File: src/rtl/sfe_pkg.sv
package sfe_pkg;
  localparam logic [7:0] OP_WR_ENABLE = 8'h06;
  localparam logic [7:0] OP_SECT_ERASE = 8'hD8;
  localparam logic [7:0] OP_RD_STATUS = 8'h05;
  localparam logic [7:0] FILL_BYTE = 8'h00;
  localparam int WIP_POS = 0;

  typedef enum logic [2:0] {
    ST_IDLE,
    ST_WEN,
    ST_GAP_WEN,
    ST_ERASE,
    ST_GAP_ERASE,
    ST_POLL,
    ST_GAP_POLL
  } sfe_state_e;
endpackage

File: src/rtl/sfe_gap_timer.sv
module sfe_gap_timer #(
  parameter int GAP_CYCLES = 2
) (
  input  logic clk,
  input  logic rst_n,
  input  logic run_i,
  output logic expired_o
);
  localparam int CW = $clog2(GAP_CYCLES + 1);

  logic [CW-1:0] cnt_q, cnt_d;
  logic          cnt_en;

  assign expired_o = run_i && (cnt_q == CW'(GAP_CYCLES - 1));

  always_comb begin
    cnt_en = run_i || (cnt_q != '0);
    cnt_d  = run_i ? cnt_q + 1'b1 : '0;
    if (expired_o) cnt_d = '0;
  end

  always_ff @(posedge clk or negedge rst_n) begin
    if (!rst_n) cnt_q <= '0;
    else if (cnt_en) cnt_q <= cnt_d;
  end
endmodule

File: src/rtl/sfe_tmo_counter.sv
module sfe_tmo_counter #(
  parameter int LIMIT = 1000
) (
  input  logic clk,
  input  logic rst_n,
  input  logic clear_i,
  input  logic count_i,
  output logic hit_o
);
  localparam int CW = $clog2(LIMIT + 1);

  logic [CW-1:0] cnt_q, cnt_d;
  logic          cnt_en;

  assign hit_o = (cnt_q == CW'(LIMIT));

  always_comb begin
    cnt_en = clear_i || (count_i && !hit_o);
    cnt_d  = clear_i ? '0 : cnt_q + 1'b1;
  end

  always_ff @(posedge clk or negedge rst_n) begin
    if (!rst_n) cnt_q <= '0;
    else if (cnt_en) cnt_q <= cnt_d;
  end
endmodule

File: src/rtl/sfe_byte_sel.sv
module sfe_byte_sel
  import sfe_pkg::*;
(
  input  sfe_state_e  state_i,
  input  logic [1:0]  idx_i,
  input  logic [23:0] offset_i,
  output logic [7:0]  byte_o,
  output logic        last_o
);
  always_comb begin
    byte_o = FILL_BYTE;
    last_o = 1'b0;
    unique case (state_i)
      ST_WEN: begin
        byte_o = OP_WR_ENABLE;
        last_o = 1'b1;
      end
      ST_ERASE: begin
        last_o = (idx_i == 2'd3);
        unique case (idx_i)
          2'd0: byte_o = OP_SECT_ERASE;
          2'd1: byte_o = offset_i[23:16];
          2'd2: byte_o = offset_i[15:8];
          default: byte_o = offset_i[7:0];
        endcase
      end
      ST_POLL: begin
        last_o = (idx_i == 2'd1);
        byte_o = (idx_i == 2'd0) ? OP_RD_STATUS : FILL_BYTE;
      end
      default: begin
        byte_o = FILL_BYTE;
        last_o = 1'b0;
      end
    endcase
  end
endmodule

File: src/rtl/spi_flash_sector_eraser.sv
module spi_flash_sector_eraser
  import sfe_pkg::*;
#(
  parameter int GAP_CYCLES = 2,
  parameter int TMO_CYCLES = 100000
) (
  input  logic        clk,
  input  logic        rst_n,
  input  logic        start_i,
  input  logic [31:0] addr_i,
  output logic        busy_o,
  output logic        done_o,
  output logic        timeout_o,
  output logic        spi_cs_o,
  output logic        xfer_req_o,
  output logic [7:0]  xfer_byte_o,
  input  logic        xfer_ack_i,
  input  logic [7:0]  xfer_rx_i
);
  sfe_state_e  state_q, state_d;
  logic [1:0]  idx_q, idx_d;
  logic [23:0] offset_q;
  logic        done_q, done_d, tmo_q, tmo_d;
  logic        accept, in_frame, in_gap, gap_done, tmo_hit, last_byte, idx_en;

  assign accept   = start_i && (state_q == ST_IDLE);
  assign in_frame = (state_q == ST_WEN) || (state_q == ST_ERASE) || (state_q == ST_POLL);
  assign in_gap   = (state_q == ST_GAP_WEN) || (state_q == ST_GAP_ERASE) ||
                    (state_q == ST_GAP_POLL);

  sfe_gap_timer #(.GAP_CYCLES(GAP_CYCLES)) u_gap (
    .clk(clk), .rst_n(rst_n), .run_i(in_gap), .expired_o(gap_done)
  );

  sfe_tmo_counter #(.LIMIT(TMO_CYCLES)) u_tmo (
    .clk(clk), .rst_n(rst_n), .clear_i(accept),
    .count_i(state_q != ST_IDLE), .hit_o(tmo_hit)
  );

  sfe_byte_sel u_sel (
    .state_i(state_q), .idx_i(idx_q), .offset_i(offset_q),
    .byte_o(xfer_byte_o), .last_o(last_byte)
  );

  always_comb begin
    state_d = state_q;
    idx_d   = idx_q;
    idx_en  = 1'b0;
    done_d  = 1'b0;
    tmo_d   = 1'b0;
    unique case (state_q)
      ST_IDLE: if (accept) begin
        state_d = ST_WEN;
        idx_d   = '0;
        idx_en  = 1'b1;
      end
      ST_WEN, ST_ERASE, ST_POLL: if (xfer_ack_i) begin
        idx_en = 1'b1;
        if (!last_byte) begin
          idx_d = idx_q + 1'b1;
        end else begin
          idx_d = '0;
          if (state_q == ST_WEN) state_d = ST_GAP_WEN;
          else if (state_q == ST_ERASE) state_d = ST_GAP_ERASE;
          else if (!xfer_rx_i[WIP_POS]) begin
            state_d = ST_IDLE;
            done_d  = 1'b1;
          end else if (tmo_hit) begin
            state_d = ST_IDLE;
            tmo_d   = 1'b1;
          end else begin
            state_d = ST_GAP_POLL;
          end
        end
      end
      ST_GAP_WEN: if (gap_done) state_d = ST_ERASE;
      ST_GAP_ERASE, ST_GAP_POLL: if (gap_done) state_d = ST_POLL;
      default: state_d = ST_IDLE;
    endcase
  end

  always_ff @(posedge clk or negedge rst_n) begin
    if (!rst_n) begin
      state_q <= ST_IDLE;
      done_q  <= 1'b0;
      tmo_q   <= 1'b0;
    end else begin
      state_q <= state_d;
      done_q  <= done_d;
      tmo_q   <= tmo_d;
    end
  end

  always_ff @(posedge clk or negedge rst_n) begin
    if (!rst_n) idx_q <= '0;
    else if (idx_en) idx_q <= idx_d;
  end

  always_ff @(posedge clk or negedge rst_n) begin
    if (!rst_n) offset_q <= '0;
    else if (accept) offset_q <= addr_i[23:0];
  end

  assign busy_o     = (state_q != ST_IDLE);
  assign done_o     = done_q;
  assign timeout_o  = tmo_q;
  assign spi_cs_o   = in_frame;
  assign xfer_req_o = in_frame;
endmodule

File: config.mk
export PLATFORM = sky130hd
export DESIGN_NAME = spi_flash_sector_eraser
export DESIGN_NICKNAME = d
export VERILOG_FILES = /design/src/rtl/sfe_pkg.sv /design/src/rtl/sfe_gap_timer.sv /design/src/rtl/sfe_tmo_counter.sv /design/src/rtl/sfe_byte_sel.sv /design/src/rtl/spi_flash_sector_eraser.sv
export SDC_FILE = /design/constraint.sdc
export NUM_CORES = 1
export LEC_CHECK = 0
export BUFFER_PORTS_ARGS = -buffer_cell sky130_fd_sc_hd__buf_2
export CORE_MARGIN = 3
export CORE_UTILIZATION = 58
export DETAILED_ROUTE_END_ITERATION = 8
export PLACE_DENSITY_LB_ADDON = 0.2
export SYNTH_ARGS = -nofsm -noshare
export SYNTH_HDL_FRONTEND = slang
export SYNTH_HIERARCHICAL = 1
export SYNTH_SLANG_ARGS = --single-unit
export TNS_END_PERCENT = 50
File: constraint.sdc
create_clock -name clk -period 4.9 [get_ports clk]
set_input_delay 1.47 -clock clk [delete_from_list [all_inputs] [get_ports clk]]
set_output_delay 1.47 -clock clk [all_outputs]
set_load 0.02 [all_outputs]
==> run_results.csv <==
group,metric,value,unit
outcome,status,"complete, no violations",
critical_path,critPathLaunchType,"register",
logic_synthesis,yosys.area_share.xor_xnor,0.0334,
layout,layout.nets,330,
route,firstDrtPassIters,4,
timing,tns,0,ps
logic_synthesis,synth-main-ff-cell,"dfrtp_1",
critical_path,crit_family,"flip-flops",
layout,final_common_cell,"dfrtp_1",
logic_synthesis,synthSimpleGateAreaFrac,0.175,
logic_synthesis,synth_seq_cells,50,
global_routing,grt_start_max_net_pins,51,
floorplan,chipWidth,73.2,µm
logic_synthesis,muxShareOfSynthArea,0.143,
timing,setup_viol,0,
clocking,clk_latency,300,ps
layout,multiInputGateArea,1260,µm²
placed_design,gp_congestion,0.720,
timing,drv_slew,0,
clocking,cts_inserted_buffers,5,
critical_path,path_buf_inv,1,
clocking,tritoncts,"done",
logic_synthesis,syn_area_per_cell,10.8,µm²
critical_path,slowest_delay,800,ps
layout,fillers,366,
timing,max_freq,0.291,GHz
timing,rsz0062_at_grt,"false",
floorplan,die_area,5360,µm²
global_routing,grt.total_usage,0.196,
route,vias,1913,
layout,fin_cells,332,
global_routing,antenna_found_initial,0,
global_routing,grt_pass1_vias,1842,
timing,slew_headroom,0.529,
global_routing,grt_first_pass_wirelength,8170,µm
floorplan,rows,23,
layout,final_cell_mix,"50 x dfrtp_1, 41 x buf_2, 27 x mux2_2",
critical_path,crit_slowest_cell,"dfrtp_1",
critical_path,required,3430,ps
clocking,cts_setup_buffers,0,
placed_design,io_buffer_count,41,
layout,num_antenna_cells,0,
floorplan,die_h,73.2,µm
logic_synthesis,yosysSeqAreaShare,0.477,
critical_path,critPathMaxFanout,18,
placed_design,dp_hpwl,3270,µm
route,totalWireLength,4930,µm
clocking,clockBufferDepth,2,
clocking,ctsHoldBuffers,0,
timing,hold_viol_final,0,
logic_synthesis,syn_inst,243,
critical_path,cp-end-kind,"output port",
timing,fin_crit,3440,ps
layout,seqCellArea,1250,µm²
global_routing,grt_remaining_overflow,0,
worst_hold_path,min_path_type,"reg2reg",
route,avgViaCountPerCell,5.76,
worst_hold_path,hp-start,"offset_q[8]$_DFFE_PN0P_",
clocking,h-tree-depth,2,
clocking,ctsResizeCount,0,
clocking,clockRootBuffer,"clkbuf_8",
logic_synthesis,synth.distinct_cells,47,
critical_path,cp.arrival,1970,ps
route,drt-initial-drc-count,63,
floorplan,pin_count,57,
logic_synthesis,synth_area,2620,µm²
logic_synthesis,synth.yosys.warnings,6,
logic_synthesis,synthAdderAreaFrac,0.0191,
route,antenna_left,0,
critical_path,critPathKind,"reg2out",
logic_synthesis,synth_edf_count,0,
floorplan,coreArea,4170,µm²
pwr,leakage,1.31,nW
pwr,finalPower,1.75,mW
layout,final_util,0.695,
layout,area_delta_synth_final,10.7,%
clocking,clkTransAtPathRegs,80,ps
placed_design,placedCellCount,325,
route,routedWlPerCell,14.8,µm
logic_synthesis,synth-compound-area-share,0.110,
pwr,p_per_area,603,nW/µm²
timing,clock_skew,4.89,ps
floorplan,start_util,0.628,
critical_path,startpoint,"idx_q[0]$_DFFE_PN0P_",
route,drc,0,
logic_synthesis,syn_nets,291,
critical_path,worst_r2r_startpoint,"state_q[1]$_DFFE_PN0P_",
job,maxCapViolations,0,
pwr,worst_ir_drop_vdd,0.325,mV
logic_synthesis,synth_top_family_by_area,"simple AND/OR/NAND/NOR gates",
logic_synthesis,async_reset_ff_frac,1.00,
timing,worst_pin_slew,706,ps
layout,layout-drive-gt1-share,0.284,
clocking,cts.sinks,50,
timing,fin_crit_sh,0.702,
critical_path,path_cells,"mux2_2 -> a22oi_1 -> a21oi_1 -> buf_2",
[metal layers]
layer / up-vias / routed length [µm] / global-route usage
met1: 911 / 2220 / 0.235
met2: 45 / 2400 / 0.338
met4: 0 / 80 / 0.0697
met5: - / 0 / 0
met3: 8 / 225 / 0.0496
li1: 949 / - / -
[report_power, final]
part	switching (mW)	internal, mW
clock	0.124	0.0985
combinational	0.364	0.362
sequential	0.210	0.592
[cells by family after synthesis]
group | after synthesis
buffers and inverters | 19
AND/OR/NAND/NOR | 78
AO/OA/AOI/OAI | 48
adder cells (fa/ha/maj) | 4
XOR/XNOR | 10
flip-flops | 50
multiplexers | 34
[cell type report]
cell class,instances,share of cell area
sequential,50,0.431
tap,50,0.0216
timing repair buffer,43,0.0759
multi-input combinational,174,0.435
clock buffer,7,0.0263
inverter,8,0.0103
[stage by stage]
step	hold slack, ps	worst slack [ps]	area [µm²]
floorplan	473	1900	2620
global placement	487	1820	2830
detailed placement	492	1780	2830
CTS	511	1440	2900
global route	522	1370	2900
finish	507	1460	2900
[worst reg2reg max path: stages (launching register included)]
cell and delay, ps:
dfrtp_1 700, nor2_1 140, nand2_1 170, and4_1 300, nand4_1 280, or3_1 390, a21oi_1 150
[Yosys cell counts (5+ instances only)]
| master | number | share of area |
|---|---|---|
| mux2_2 | 27 | 0.12 |
| and4_1 | 5 | 0.017 |
| or3_1 | 5 | 0.012 |
| a21oi_1 | 16 | 0.031 |
| nand2_1 | 11 | 0.016 |
| o21ai_0 | 10 | 0.019 |
| dfrtp_1 | 50 | 0.48 |
| inv_1 | 8 | 0.011 |
| xor2_1 | 6 | 0.020 |
| nand3_1 | 6 | 0.011 |
| nor2_1 | 21 | 0.030 |
| mux2i_1 | 6 | 0.023 |
[registers in the layout, summed over array words and instances (netlist names)]
name and flops:
idx_q 2, timeout_o 1, done_o 1, state_q 3, u_gap/cnt_q 2, offset_q 24
u_tmo/cnt_q 17
[worst paths after layout]
| check | to | slack [ps] | cells after the start |
|---|---|---|---|
| min reg2reg | offset_q[8]$_DFFE_PN0P_ | 510 | 1 |
| min | offset_q[8]$_DFFE_PN0P_ | 510 | 1 |
| max in group asynchronous | u_tmo/cnt_q[11]$_DFFE_PN0P_ | 3210 | 2 |
| max | xfer_byte_o[1] | 1460 | 4 |
| min in group asynchronous | offset_q[1]$_DFFE_PN0P_ | 1270 | 2 |
| max reg2reg | u_tmo/cnt_q[13]$_DFFE_PN0P_ | 2700 | 6 |
Note: power is estimated with default switching activity, not from simulation.
